### config.mk
export PLATFORM = sky130hd
export DESIGN_NAME = rmw_alu_seq
export DESIGN_NICKNAME = d
export VERILOG_FILES = /design/src/rtl/rmw_seq_pkg.sv /design/src/rtl/rmw_ctrl.sv /design/src/rtl/rmw_dpath.sv /design/src/rtl/rmw_alu_seq.sv
export SDC_FILE = /design/constraint.sdc
export NUM_CORES = 1
export LEC_CHECK = 0
export ABC_AREA = 1
export BUFFER_PORTS_ARGS = -buffer_cell sky130_fd_sc_hd__buf_2
export CAP_MARGIN = 20
export CELL_PAD_IN_SITES_DETAIL_PLACEMENT = 0
export CELL_PAD_IN_SITES_GLOBAL_PLACEMENT = 1
export CORE_UTILIZATION = 35
export DETAILED_ROUTE_END_ITERATION = 8
export PLACE_DENSITY_LB_ADDON = 0.1
export SYNTH_ARGS = -nofsm -noshare
export SYNTH_HDL_FRONTEND = slang
export SYNTH_SLANG_ARGS = --single-unit
### constraint.sdc
create_clock -name clk -period 5.2 [get_ports clk]
set_input_delay 0.52 -clock clk [delete_from_list [all_inputs] [get_ports clk]]
set_output_delay 0.52 -clock clk [all_outputs]
set_load 0.02 [all_outputs]
### src/rtl/rmw_seq_pkg.sv
package rmw_seq_pkg;

  typedef enum logic [2:0] {
    ST_IDLE, ST_LO, ST_HI, ST_IDX, ST_RD, ST_WOLD, ST_WNEW, ST_FIN
  } seqState_t;

  // family code = opcode[7:5]
  typedef enum logic [2:0] {
    F_SLO = 3'd0, F_RLA = 3'd1, F_SRE = 3'd2, F_RRA = 3'd3,
    F_BAD4 = 3'd4, F_BAD5 = 3'd5, F_DCP = 3'd6, F_ISB = 3'd7
  } family_t;

  typedef struct packed {
    logic capture;   // latch operands at accept
    logic grabOld;   // latch read data
    logic writeNew;  // drive modified byte, commit results
  } dpStrobe_t;

endpackage

### src/rtl/rmw_ctrl.sv
module rmw_ctrl
  import rmw_seq_pkg::*;
(
  input  logic       clk,
  input  logic       rstN,
  input  logic       start,
  input  logic [7:0] opcode,
  output dpStrobe_t  strb,
  output logic       busRd,
  output logic       busWr,
  output logic       done
);

  seqState_t state, nxt;
  logic absQ, idxQ;
  logic opValid;

  // low bits 111, family not 100/101
  assign opValid = (opcode[2:0] == 3'b111) && !(opcode[7] && !opcode[6]);

  always_ff @(posedge clk) begin
    if (!rstN) begin
      state <= ST_IDLE;
      absQ  <= 1'b0;
      idxQ  <= 1'b0;
    end else begin
      state <= nxt;
      if (strb.capture) begin
        absQ <= opcode[3];
        idxQ <= opcode[4];
      end
    end
  end

  always_comb begin
    nxt = state;
    unique case (state)
      ST_IDLE: if (start && opValid) nxt = ST_LO;
      ST_LO:   nxt = absQ ? ST_HI : (idxQ ? ST_IDX : ST_RD);
      ST_HI:   nxt = idxQ ? ST_IDX : ST_RD;
      ST_IDX:  nxt = ST_RD;
      ST_RD:   nxt = ST_WOLD;
      ST_WOLD: nxt = ST_WNEW;
      ST_WNEW: nxt = ST_FIN;
      ST_FIN:  nxt = ST_IDLE;
      default: nxt = ST_IDLE;
    endcase
  end

  assign strb.capture  = (state == ST_IDLE) && start && opValid;
  assign strb.grabOld  = (state == ST_RD);
  assign strb.writeNew = (state == ST_WNEW);
  assign busRd = (state == ST_RD);
  assign busWr = (state == ST_WOLD) || (state == ST_WNEW);
  assign done  = (state == ST_FIN);

endmodule

### src/rtl/rmw_dpath.sv
module rmw_dpath
  import rmw_seq_pkg::*;
#(
  parameter int DW = 8,
  parameter int AW = 16
) (
  input  logic             clk,
  input  logic             rstN,
  input  dpStrobe_t        strb,
  input  logic [2:0]       famIn,
  input  logic             absIn,
  input  logic             idxIn,
  input  logic [DW-1:0]    opLo,
  input  logic [AW-DW-1:0] opHi,
  input  logic [DW-1:0]    regA,
  input  logic [DW-1:0]    regX,
  input  logic             carryIn,
  input  logic             ovfIn,
  input  logic [DW-1:0]    busRdata,
  output logic [AW-1:0]    busAddr,
  output logic [DW-1:0]    busWdata,
  output logic [DW-1:0]    accOut,
  output logic [3:0]       flagsOut
);

  localparam int HI_W = AW - DW;
  localparam logic [DW-1:0] ONE = DW'(1);

  family_t famQ;
  logic absQ, idxQ, cQ, vQ;
  logic [DW-1:0] loQ, aQ, xQ, oldQ;
  logic [HI_W-1:0] hiQ;

  always_ff @(posedge clk) begin
    if (!rstN) begin
      famQ <= F_SLO; absQ <= 1'b0; idxQ <= 1'b0; cQ <= 1'b0; vQ <= 1'b0;
      loQ <= '0; hiQ <= '0; aQ <= '0; xQ <= '0; oldQ <= '0;
    end else begin
      if (strb.capture) begin
        famQ <= family_t'(famIn);
        absQ <= absIn; idxQ <= idxIn;
        loQ <= opLo; hiQ <= opHi; aQ <= regA; xQ <= regX;
        cQ <= carryIn; vQ <= ovfIn;
      end
      if (strb.grabOld) oldQ <= busRdata;
    end
  end

  // Effective address: page-zero index wraps, absolute index carries
  logic [DW-1:0] zpSum;
  logic [AW-1:0] absBase;
  assign zpSum   = loQ + xQ;
  assign absBase = {hiQ, loQ};
  always_comb begin
    if (absQ) busAddr = idxQ ? absBase + {{HI_W{1'b0}}, xQ} : absBase;
    else      busAddr = {{HI_W{1'b0}}, idxQ ? zpSum : loQ};
  end

  // Memory modify step
  logic [DW-1:0] newVal;
  logic shC;
  always_comb begin
    newVal = oldQ;
    shC    = cQ;
    unique case (famQ)
      F_SLO: begin newVal = {oldQ[DW-2:0], 1'b0}; shC = oldQ[DW-1]; end
      F_RLA: begin newVal = {oldQ[DW-2:0], cQ};   shC = oldQ[DW-1]; end
      F_SRE: begin newVal = {1'b0, oldQ[DW-1:1]}; shC = oldQ[0]; end
      F_RRA: begin newVal = {cQ, oldQ[DW-1:1]};   shC = oldQ[0]; end
      F_DCP: newVal = oldQ - ONE;
      F_ISB: newVal = oldQ + ONE;
      default: ;
    endcase
  end

  assign busWdata = strb.writeNew ? newVal : oldQ;

  // Shared adder: add for RRA, A + ~M + cin for compare and subtract
  logic [DW-1:0] addend;
  logic cin, ovf;
  logic [DW:0] sum;
  always_comb begin
    addend = (famQ == F_RRA) ? newVal : ~newVal;
    cin    = (famQ == F_RRA) ? shC : ((famQ == F_DCP) ? 1'b1 : cQ);
    sum    = {1'b0, aQ} + {1'b0, addend} + {{DW{1'b0}}, cin};
    ovf    = (aQ[DW-1] == addend[DW-1]) && (sum[DW-1] != aQ[DW-1]);
  end

  logic [DW-1:0] resA, flagSrc;
  logic resC, resV;
  always_comb begin
    resA = aQ; resC = shC; resV = vQ; flagSrc = aQ;
    unique case (famQ)
      F_SLO: resA = aQ | newVal;
      F_RLA: resA = aQ & newVal;
      F_SRE: resA = aQ ^ newVal;
      F_RRA, F_ISB: begin resA = sum[DW-1:0]; resC = sum[DW]; resV = ovf; end
      F_DCP: resC = sum[DW];
      default: ;
    endcase
    flagSrc = (famQ == F_DCP) ? sum[DW-1:0] : resA;
  end

  always_ff @(posedge clk) begin
    if (!rstN) begin
      accOut   <= '0;
      flagsOut <= '0;
    end else if (strb.writeNew) begin
      accOut   <= resA;
      flagsOut <= {flagSrc[DW-1], resV, (flagSrc == '0), resC};
    end
  end

endmodule

### src/rtl/rmw_alu_seq.sv
module rmw_alu_seq
  import rmw_seq_pkg::*;
#(
  parameter int DW = 8,
  parameter int AW = 16
) (
  input  logic             clk,
  input  logic             rstN,
  input  logic             start,
  input  logic [7:0]       opcode,
  input  logic [DW-1:0]    opLo,
  input  logic [AW-DW-1:0] opHi,
  input  logic [DW-1:0]    regA,
  input  logic [DW-1:0]    regX,
  input  logic             carryIn,
  input  logic             ovfIn,
  output logic [AW-1:0]    busAddr,
  output logic             busRd,
  output logic             busWr,
  output logic [DW-1:0]    busWdata,
  input  logic [DW-1:0]    busRdata,
  output logic             done,
  output logic [DW-1:0]    accOut,
  output logic [3:0]       flagsOut
);

  dpStrobe_t strb;

  rmw_ctrl i_ctrl (
    .clk(clk), .rstN(rstN), .start(start), .opcode(opcode),
    .strb(strb), .busRd(busRd), .busWr(busWr), .done(done)
  );

  rmw_dpath #(.DW(DW), .AW(AW)) i_dpath (
    .clk(clk), .rstN(rstN), .strb(strb),
    .famIn(opcode[7:5]), .absIn(opcode[3]), .idxIn(opcode[4]),
    .opLo(opLo), .opHi(opHi), .regA(regA), .regX(regX),
    .carryIn(carryIn), .ovfIn(ovfIn), .busRdata(busRdata),
    .busAddr(busAddr), .busWdata(busWdata),
    .accOut(accOut), .flagsOut(flagsOut)
  );

endmodule

==> summary.txt, run 1 <==
Clock tree
  – Worst skew pair latency: 0.34 ns
  – Clk pin slew, worst setup/hold paths: roughly 0.06 ns
  – Number of post-CTS setup repair buffers: 0
  – TritonCTS Buffers: 9
  – Post-CTS resize count: 0
  – Number of H-tree levels: 3
  – Hold buffer count at cts: 0
  – Maximum root-to-sink buffer count: 2
  – Root Driver: clkbuf_16
  – # clock sinks: between 60 and 70
  – CTS tree: yes

Cells and area
  – Filler Cell Count: around 1400
  – Final Instance Area: 5490 um2
  – Proportion of layout cells with a drive suffix above 1: roughly 16%
  – Multi-input logic area: slightly below 3000 um2
  – Fin util: between 40% and 50%
  – Area grow syn2layout: 19.0%
  – Nets: between 800 and 900
  – ANT cells: 0
  – Register area: 1240 um2
  – Non-Filler Instances: ~960

Die
  – Die area: between 10000 and 15000 um2
  – Starting Density: between 30% and 40%
  – Core box area: between 10000 and 15000 um2
  – Rows: 41
  – Die Span X: approximately 120 um
  – IO Count: 92
  – DIE HEIGHT: roughly 120 um

STA
  – Fin crit share: about four fifths
  – Final hold violations: 0
  – Worst Setup Slack, final: ~1.1 ns
  – Post-Route Setup TNS: 0 ns
  – Slew headroom: about 48%
  – Worst Clk Skew: 0.00886 ns
  – F_max: between 200 and 250 MHz
  – RSZ-0062 raised after global routing: no
  – Tightest Pin Transition: ~0.77 ns
  – Final min period: 4.15 ns
  – Max Slew Vio Count: 0
  – Final setup fails: 0

Yosys
  – Area share of the largest cell type after synthesis: 26.9%
  – Post-synth net total: between 800 and 900
  – Cells after Synth: a little over 700
  – Synth async-reset ratio: 0%
  – Leading area contributor after synthesis: dfxtp_1
  – Most common cell in the netlist: nand2_1
  – Mean post-synth cell area: roughly 6.5 um2
  – Commonest cells in the netlist: nand2_1 (157), inv_1 (86), a21oi_1 (79)
  – Post-synth EDFFs: 0
  – Cell variety after synth: 38
  – Sequential-to-total area share from yosys stat: 26.9%
  – Yosys reg bits: between 60 and 70
  – Post-synth design cell area: roughly 4600 um2
  – Primary FF master, synth: dfxtp_1
  – Top post-synthesis cells by area: dfxtp_1 (27%), nand2_1 (13%), ha_1 (11%)
  – Syn. warnings: 0

Worst setup path
  – Setup Crit Path Kind: reg2reg
  – Required time of the critical path: 5.39 ns
  – Worst Path Max Fanout: 14
  – Worst Setup End Kind: flop
  – Data arrival, critical path: approximately 4.3 ns
  – Startpoint Class: flop

Pwr
  – Cell leakage power: between 2 and 3 nW
  – Max VDD drop: approximately 120 uV
  – Cell Pwr Density: about 240 nW/um2

Place
  – Gp weighted congestion: 0.902
  – DP Worst Slack: around 1.1 ns
  – I/O Buffers: 91
  – Hpwl dp: roughly 11000 um
  – Area post-placement: between 5000 and 6000 um2
  – Placed Cells: between 900 and 1000

Run status
  – Status: completed

GRT
  – Antenna violations before repair: 1
  – Pin count of the biggest net entering global routing: 44
  – Vias in the first global route: about 4700
  – First-pass GRT wire length: approximately 24000 um
  – Remaining Overflow, GRT: 0
  – Total GRT Usage: 22.6%

Drt
  – Metal3 WL: between 600 and 700 um
  – Vias: 4817
  – DRC: 0
  – DR top layer: met4
  – TritonRoute pass-1 iters: 4
  – Post-DRT Antenna Nets: 0
  – M1 wire length: roughly 6700 um
  – Post-DR vias/cell: 5.00
  – Routed wl met2: ~6700 um
  – DR WL/cell: approximately 15 um
  – Drt total wl: roughly 14000 um
  – Iter 0 DRT Violations: just over 200

Min path
  – Hold WC Path Type: in2reg

Job
  – Max-cap violation count: 0
[logic make-up (layout without fill, tap and decap cells)]
group,Yosys count,count (layout),share of synthesized area (%)
XOR/XNOR,8,8,1.52
buffers and inverters,115,198,9.57
adder cells (fa/ha/maj),45,45,12.9
AO/OA/AOI/OAI,194,194,22.8
flip-flops,62,62,26.9
AND/OR/NAND/NOR,284,284,26.3
[stage by stage]
step / hold slack (ns) / power (mW)
2_1_floorplan: 0.441 / 0.673
3_3_place_gp: 0.454 / 0.748
3_5_place_dp: 0.462 / 0.749
4_1_cts: 0.405 / 1.35
5_1_grt: 0.422 / 1.41
6_report: 0.414 / 1.33
[cells in the final DEF (no fill, tap or decap), types with 4 or more instances in the layout]
cell type | netlist | layout
a21oi_1 | 79 | 79
a31oi_1 | 4 | 4
buf_2 | 5 | 91
buf_4 | 1 | 4
clkbuf_16 | 0 | 9
dfxtp_1 | 62 | 62
fa_1 | 4 | 4
ha_1 | 41 | 41
inv_1 | 86 | 86
inv_2 | 4 | 4
nand2_1 | 157 | 156
nand2_2 | 4 | 5
nand3_1 | 56 | 56
nand3b_1 | 4 | 4
nand4_1 | 8 | 8
nor2_1 | 40 | 40
nor2_2 | 4 | 4
nor3_1 | 8 | 8
o211ai_1 | 10 | 10
o21ai_0 | 75 | 75
o21ai_1 | 6 | 6
o22ai_1 | 6 | 6
xor2_1 | 8 | 8
[critical path: stages, from the launching register on]
cell     delay [ns]
dfxtp_1        0.67
nand2_2        0.22
inv_2          0.14
nand2_2        0.17
ha_1           0.43
nand2_1        0.06
o21ai_0        0.30
a21oi_1        0.10
o21ai_0        0.09
nand2_1        0.06
o21ai_0        0.19
nand2_1        0.09
o21ai_0        0.13
ha_1           0.30
a21oi_1        0.23
nor2_1         0.07
nor2_1         0.17
nand2_1        0.10
nand2_1        0.09
nand3_1        0.08
nand3_1        0.08
nand2_1        0.07
nand3_1        0.08
a21oi_1        0.06
[area by class of cell]
class | count | share of cell area, %
flip-flops and latches | 62 | 22.6
repair buffers | 95 | 8.84
multi-input cells | 531 | 53.4
inverters | 90 | 6.15
clock inverters | 2 | 0.638
clock buffers | 11 | 4.42
well taps | 172 | 3.92
[path summary, 6_finish.rpt]
kind,endpoint,depth (start not counted),start,slack (ns)
worst max register to register,i_dpath.flagsOut[1],23,i_dpath.famQ[1],1.05
worst min register to register,i_dpath.vQ,2,i_dpath.vQ,0.47
worst max-delay path,i_dpath.flagsOut[1],23,i_dpath.famQ[1],1.05
worst min-delay path,i_dpath.oldQ[4],3,busRdata[4],0.41
[registers in the layout, summed over array words and instances (netlist names), 3 cells and up]
register / flops
i_ctrl.state: 3
i_dpath.aQ: 8
i_dpath.accOut: 8
i_dpath.famQ: 3
i_dpath.flagsOut: 4
i_dpath.hiQ: 8
i_dpath.loQ: 8
i_dpath.oldQ: 8
i_dpath.xQ: 8
[metal layers]
metal	up-vias	GRT usage, %
li1	2525	-
met1	2183	29.1
met2	94	37.6
met3	15	5.15
met4	0	6.84
met5	-	0
[where the power goes]
| group | switching, mW | total, mW | internal [mW] |
|---|---|---|---|
| logic | 0.148 | 0.235 | 0.0867 |
| clock network | 0.218 | 0.593 | 0.375 |
| registers | 0.0166 | 0.505 | 0.488 |
| total | 0.383 | 1.33 | 0.950 |
Note: power is estimated with default switching activity, not from simulation.
==> inputs of run 2 (changes only) <==
- ABC_AREA: 1 -> 0
- clock period: 5.2 -> 3.5 ns (I/O delays scaled with it)
==> run 2 against run 1 <==
Effect of this change:
- register-to-register slack worse by 1.0 ns
- via count rose by 1.6%
- clock power increased by 54%
- worst hold slack worse by 0.17 ns
- largest power group unchanged
- highest routed layer unchanged
==> summary.txt, run 2 <==
Yosys
  – Combinational family with the most area after synthesis: compound AO/OA/AOI/OAI gates
  – Most common cell in the netlist: nand2_1
  – Cell variety after synth: 64 (+68%)
  – Leading area contributor after synthesis: dfxtp_1
  – Post-Synth Simple-Gate Area: 21.0% (-5.3 points)
  – Cells after Synth: 650 (-8.2%)
  – Primary FF master, synth: dfxtp_1
  – Complex-gate fraction of the synthesized area: 25.1% (+2.3 points)
  – Synth async-reset ratio: 0% (unchanged)
  – Mux contribution to synthesized area: 4.45% (+4.4 points)
  – Xor and xnor area share after synthesis: 4.58% (+3.1 points)
  – Post-synth EDFFs: 0 (unchanged)
  – Post-synth net total: 748 (-7.2%)
  – Commonest cells in the netlist: nand2_1 (118), a21oi_1 (76), dfxtp_1 (62)
  – Post-Synth Adder-Cell Area: 12.4% (-0.45 points)
  – Yosys reg bits: 62 (unchanged)
  – Syn. warnings: 0 (unchanged)
  – Area share of the largest cell type after synthesis: 26.0% (-0.94 points)
  – Mean post-synth cell area: 7.36 um2 (+13%)
  – Sequential-to-total area share from yosys stat: 26.0% (-0.94 points)
  – Top post-synthesis cells by area: dfxtp_1 (26%), ha_1 (11%), nand2_1 (9.3%)
  – Post-synth design cell area: 4780 um2 (+3.6%)

Die
  – DIE HEIGHT: 119 um (+1.8%)
  – Die area: 14100 um2 (+3.6%)
  – Die Span X: 119 um (+1.8%)
  – Core box area: 13300 um2 (+4.5%)
  – IO Count: 92 (unchanged)
  – Starting Density: 36.0% (-0.30 points)
  – Rows: 42 (+2.4%)

Min path
  – Hold WC Path Type: in2reg

STA
  – RSZ-0062 raised after global routing: yes
  – Tightest Pin Transition: 0.968 ns (+0.194 ns)
  – Slew headroom: 35.5% (-13 points)
  – Final hold violations: 0 (unchanged)
  – Final min period: 3.48 ns (-0.667 ns)
  – F_max: 287 MHz (+19%)
  – Max Slew Vio Count: 0 (unchanged)
  – Worst Setup Slack, final: 0.0206 ns (-1.03 ns)
  – Final setup fails: 0 (unchanged)
  – Worst Clk Skew: 0.00520 ns (-0.00367 ns)
  – Fin crit share: 99.4% (+20 points)

GRT
  – Remaining Overflow, GRT: 0 (unchanged)
  – Vias in the first global route: 4546 (-3.1%)
  – First-pass GRT wire length: 23500 um (-0.35%)
  – Total GRT Usage: 21.1% (-1.5 points)
  – Antenna violations before repair: 0 (-1)
  – Pin count of the biggest net entering global routing: 54 (+23%)

Worst setup path
  – Required time of the critical path: 3.72 ns (-1.67 ns)
  – Reg2reg setup slack: 0.02 ns (-1.03 ns)
  – FF-to-FF End: i_dpath.flagsOut[2]
  – Critical Path Source: i_dpath.famQ[0]
  – R2R cell count: 18 (-22%)
  – Worst Path Max Fanout: 7 (-7)
  – Worst Setup End Kind: flop
  – Data arrival, critical path: 3.70 ns (-0.64 ns)
  – Startpoint Class: flop
  – Crit path capture: i_dpath.flagsOut[2]
  – R2r startpoint: i_dpath.famQ[0]
  – Setup Crit Path Kind: reg2reg

Place
  – DP Worst Slack: -0.0973 ns (-1.24 ns)
  – I/O Buffers: 91 (unchanged)
  – Gp weighted congestion: 0.844 (-6.4%)
  – Hpwl dp: 10900 um (+1.3%)
  – Area post-placement: 5630 um2 (+8.0%)

Clock tree
  – Hold buffer count at cts: 0 (unchanged)
  – TritonCTS Buffers: 9 (unchanged)
  – # clock sinks: 62 (unchanged)
  – Number of H-tree levels: 3 (unchanged)
  – Root Driver: clkbuf_16
  – Maximum root-to-sink buffer count: 2 (unchanged)
  – Clk pin slew, worst setup/hold paths: 0.06 ns (about the same)
  – Worst skew pair latency: 0.34 ns (about the same)
  – CTS tree: yes

Drt
  – DR WL/cell: 15.6 um (+6.0%)
  – TritonRoute pass-1 iters: 5 (+1)
  – Post-DRT Antenna Nets: 0 (unchanged)
  – Iter 0 DRT Violations: 273 (+33%)
  – Vias: 4893 (+1.6%)
  – Drt total wl: 14800 um (+3.9%)
  – Post-DR vias/cell: 5.18 (+3.6%)
  – DRC: 0 (unchanged)

Cells and area
  – Nets: 861 (-2.9%)
  – Most common cell after layout, fill and taps aside: nand2_1
  – Proportion of layout cells with a drive suffix above 1: 27.6% (+12 points)
  – Area grow syn2layout: 28.6%
  – Filler Cell Count: 1409 (+0.28%)
  – Final Instance Area: 6150 um2 (+12%)
  – ANT cells: 0 (unchanged)
  – Most frequent cells in the layout: nand2_1 (118), buf_2 (91), a21oi_1 (72)

Pwr
  – Cell Pwr Density: 316 nW/um2 (+30%)
  – Max VDD drop: 249 uV (+110%)
  – Final Power: 1.95 mW (+46%)
  – Cell leakage power: 2.70 nW (+2.7%)

Run status
  – Status: completed

Job
  – Max-cap violation count: 0 (unchanged)
-- run 2: cell count changes after synthesis, sizes merged, moves of 6 or more --
cell / previous run / this run
inv: 90 / 31
or3: 0 / 7
nand2: 161 / 119
mux2: 0 / 7
xnor2: 0 / 17
mux2i: 0 / 13
o21ai: 81 / 49
nand3: 56 / 9
buf: 7 / 22
nor2: 45 / 61
o211ai: 10 / 3
nand4: 8 / 2
a21o: 2 / 8
-- run 2: cells by family (layout without fill, tap and decap cells) --
| family | count (synthesis) | in the layout |
|---|---|---|
| AO/OA/AOI/OAI | 196 | 196 |
| buffers and inverters | 72 | 190 |
| AND/OR/NAND/NOR | 230 | 230 |
| flip-flops | 62 | 62 |
| adder cells (fa/ha/maj) | 45 | 45 |
| multiplexers | 20 | 20 |
| XOR/XNOR | 25 | 25 |
-- run 2: worst max-delay path: stages (launching register included) --
cell and delay, ns:
dfxtp_2 0.32, and2_4 0.17, nand2_8 0.07, ha_1 0.29, nor2b_1 0.13, o21a_1 0.20, nor2_2 0.09, xor2_1 0.19
a21oi_2 0.08, o21ai_2 0.21, xnor2_2 0.15, ha_1 0.28, a21oi_2 0.17, a21oi_1 0.09, a211o_1 0.26, a21oi_4 0.20
xnor2_2 0.09, a221oi_2 0.29, nor2_1 0.08
-- run 2: worst min path at each step --
stage | startpoint | to | depth (start not counted)
floorplan | i_dpath.vQ | i_dpath.vQ | 2
global placement | i_dpath.xQ[0] | i_dpath.xQ[0] | 2
detailed placement | i_dpath.xQ[3] | i_dpath.xQ[3] | 2
CTS | opLo[0] | i_dpath.loQ[0] | 3
global route | regA[5] | i_dpath.aQ[5] | 3
finish | regA[4] | i_dpath.aQ[4] | 3
-- run 2: per-stage QoR --
stage	setup TNS (ns)	hold slack, ns	instances	utilization, %
global route	-0.674	0.241	944	46.3
floorplan	0	0.436	650	-
global placement	-0.0623	0.451	923	42.3
detailed placement	-0.262	0.453	923	42.3
finish	0	0.243	944	46.3
CTS	0	0.228	941	45.2
-- run 2: layer usage --
| layer | part of all wire (%) | global-route usage (%) |
|---|---|---|
| met5 | 0 | 0 |
| met2 | 45 | 33.2 |
| met3 | 3.5 | 3.98 |
| met4 | 1.3 | 6.17 |
| met1 | 50 | 29.2 |
-- run 2: report_power, final --
part           internal, mW  switching (mW)  total (mW)
Clock                 0.573           0.340       0.913
Combinational         0.135           0.165       0.300
Sequential            0.718          0.0156       0.734
Total                  1.43           0.521        1.95
-- run 2: cell type report --
cell class / count / area [um2] / area share (%)
Inverter: 32 / 120 / 1.95
Timing Repair Buffer: 142 / 838 / 13.6
Sequential cell: 62 / 1240 / 20.2
Clock buffer: 10 / 239 / 3.88
Tap cell: 176 / 220 / 3.58
Clock inverter: 6 / 70.1 / 1.14
Multi-Input combinational cell: 516 / 3420 / 55.6
-- run 2: timing repair --
item,CTS,global route
setup buffers,2,3
pin swaps,11,9
gates resized for setup,10,22
gates cloned,0,0
endpoints found under the setup margin,6,7
==> inputs of run 3 (changes only) <==
- clock period: 3.5 -> 4.1 ns (I/O delays scaled with it)
==> run 3 against run 2 <==
Effect of this change:
- first-iteration DRC count is 5.1% lower
- critical path depth is 1 higher
- sequential power is 15% lower
- count of clock-buffer cells in the layout is 3 higher
- worst hold slack better by 0.071 ns
- global-route usage is 0.16 points lower
- non-clock buffer count is 35 lower
==> summary.txt, run 3 (synthesis gave the netlist of run 2 again) <==
Place
  – Gp weighted congestion: 0.886 (+5.0%)
  – Area post-placement: 5390 um2 (-4.3%)
  – Hpwl dp: 10600 um (-3.3%)
  – I/O Buffers: 91 (unchanged)

STA
  – Slew headroom: 36.3% (+0.82 points)
  – Max Slew Vio Count: 0 (unchanged)
  – RSZ-0062 raised after global routing: no
  – Post-Route Setup TNS: 0 ns (unchanged)
  – Worst Clk Skew: 0.00635 ns (+0.00115 ns)
  – Fin crit share: 92.0% (-7.4 points)
  – F_max: 265 MHz (-7.7%)
  – WHS: 0.314 ns (+0.0711 ns)
  – Final min period: 3.77 ns (+0.292 ns)
  – Final setup fails: 0 (unchanged)
  – Tightest Pin Transition: 0.954 ns (-0.0137 ns)
  – Final hold violations: 0 (unchanged)

Pwr
  – Cell leakage power: 2.52 nW (-6.7%)
  – Max VDD drop: 217 uV (-13%)
  – Cell Pwr Density: 304 nW/um2 (-3.8%)
  – Pint: 1.33 mW (-6.6%)
  – Switching Fraction: 23.7% (-3.0 points)
  – Sequential Power Share: 35.9% (-1.8 points)
  – Final Power: 1.75 mW (-10%)
  – Comb pwr share: 12.5% (-2.9 points)
  – Clock power share: 51.7% (+4.8 points)
  – Switching pwr: 0.415 mW (-20%)

Drt
  – DR WL/cell: 15.6 um (-0.44%)
  – Iter 0 DRT Violations: 259 (-5.1%)
  – Post-DR vias/cell: 5.14 (-0.90%)
  – Vias: 4669 (-4.6%)
  – TritonRoute pass-1 iters: 4 (-1)
  – DRC: 0 (unchanged)
  – Post-DRT Antenna Nets: 0 (unchanged)
  – Drt total wl: 14100 um (-4.1%)

Die
  – Core box area: 13300 um2 (unchanged)
  – Die area: 14100 um2 (unchanged)
  – Starting Density: 36.0% (unchanged)
  – DIE HEIGHT: 119 um (unchanged)
  – Die Span X: 119 um (unchanged)
  – IO Count: 92 (unchanged)
  – Rows: 42 (unchanged)

Worst setup path
  – Data arrival, critical path: 3.99 ns (+0.29 ns)
  – Worst Path Max Fanout: 11 (+4)
  – Buf/Inv on CP: 1 (+1)
  – Worst Setup End Kind: flop
  – Largest stage delay, worst path: 0.41 ns (+0.09 ns)
  – Startpoint Class: flop
  – Setup Crit Path Kind: reg2reg
  – CP top delay family: compound AO/OA/AOI/OAI gates
  – CP max-delay cell: fa_1
  – Crit-path cells: and2_1 > nand2_4 > inv_1 > fa_1 > nor2b_1 > o21a_1 > nor2_1 > xor2_1 > a21oi_1 > o21ai_1 > xnor2_1 > ha_1 > a21oi_2 > a21oi_1 > a211o_1 > a21oi_2 > xnor2_1 > a21boi_0 > a41o_1
  – Required time of the critical path: 4.32 ns (+0.60 ns)

Job
  – Max-cap violation count: 0 (unchanged)

Clock tree
  – Number of post-CTS setup repair buffers: 0 (-2)
  – TritonCTS Buffers: 9 (unchanged)
  – CTS tree: yes
  – # clock sinks: 62 (unchanged)
  – Hold buffer count at cts: 0 (unchanged)
  – Post-CTS resize count: 0 (-10)
  – Root Driver: clkbuf_16
  – Clk pin slew, worst setup/hold paths: 0.06 ns (about the same)
  – Maximum root-to-sink buffer count: 2 (unchanged)
  – Worst skew pair latency: 0.33 ns (about the same)
  – Number of H-tree levels: 3 (unchanged)

Run status
  – Status: completed

GRT
  – Remaining Overflow, GRT: 0 (unchanged)
  – Vias in the first global route: 4605 (+1.3%)
  – Pin count of the biggest net entering global routing: 54 (unchanged)
  – Total GRT Usage: 21.0% (-0.16 points)
  – First-pass GRT wire length: 23400 um (-0.29%)
  – Antenna violations before repair: 0 (unchanged)

Cells and area
  – ANT cells: 0 (unchanged)
  – Filler Cell Count: 1392 (-1.2%)
  – Proportion of layout cells with a drive suffix above 1: 19.5% (-8.1 points)
  – Multi-input logic area: 3230 um2 (-5.5%)
  – Register area: 1240 um2 (-0.20%)
  – Area grow syn2layout: 20.0%
  – Most common cell after layout, fill and taps aside: nand2_1
  – Most frequent cells in the layout: nand2_1 (118), buf_2 (91), a21oi_1 (76)
  – Final Instance Area: 5740 um2 (-6.7%)
  – Nets: 826 (-4.1%)

Min path
  – Hold WC Path Type: in2reg
## run 3: cell types whose count changed in the layout (fill, tap and decap cells not counted), moves of 3 or more
cell	before	now
buf_4	51	16
xnor2_1	11	17
xnor2_2	6	0
a21oi_1	72	76
a21oi_2	8	5
clkinvlp_4	3	0
ha_1	38	41
ha_4	3	0
o21ai_2	4	1
## run 3: final timing paths
| check | cells after the start | end | from | slack, ns |
|---|---|---|---|---|
| min | 3 | i_dpath.loQ[2] | opLo[2] | 0.31 |
| max reg2reg | 19 | i_dpath.flagsOut[1] | i_dpath.famQ[1] | 0.33 |
| max | 19 | i_dpath.flagsOut[1] | i_dpath.famQ[1] | 0.33 |
| min reg2reg | 2 | i_dpath.xQ[3] | i_dpath.xQ[3] | 0.46 |
## run 3: worst register-to-register path: cells and delay by family (launching register included)
kind	cells	cell delay, ns
adders and majority gates	2	0.73
DFF	1	0.30
xor gates and xnor gates	3	0.55
buffers and inverters	1	0.07
and+or+nand+nor	4	0.53
AOI/OAI and AO/OA	9	1.49
## run 3: layout make-up
type,count,share of cell area (%)
flip-flops and latches,62,21.6
clock buffers,13,4.53
multi-input cells,516,56.3
inverters,32,2.09
clock inverters,3,1.57
well taps,176,3.84
repair buffers,107,10.0
## run 3: power by group through the flow
stage	sequential, mW	clock [mW]	combinational, mW
after detailed placement	0.640	0	0.218
after CTS	0.627	0.920	0.219
after global placement	0.640	0	0.215
after global routing	0.629	0.954	0.245
after floorplan	0.634	0	0.150
final	0.627	0.903	0.218
## run 3: layer usage
metal / global-route usage (%) / share of wire (%) / vias up / routed length [um]
met4: 5.14 / 0.98 / 0 / 139
met5: 0 / 0 / - / 0
met1: 28.1 / 48 / 2142 / 6750
met3: 3.83 / 4.9 / 12 / 699
li1: - / - / 2407 / -
met2: 34.6 / 46 / 108 / 6560
## run 3: metrics by stage
step | std cells | util [%] | worst slack, ns
5_1_grt | 909 | 43.2 | 0.0331
3_5_place_dp | 893 | 40.5 | 0.338
2_1_floorplan | 650 | - | 0.440
6_report | 909 | 43.2 | 0.329
4_1_cts | 909 | 43.2 | 0.304
3_3_place_gp | 893 | 40.5 | 0.423
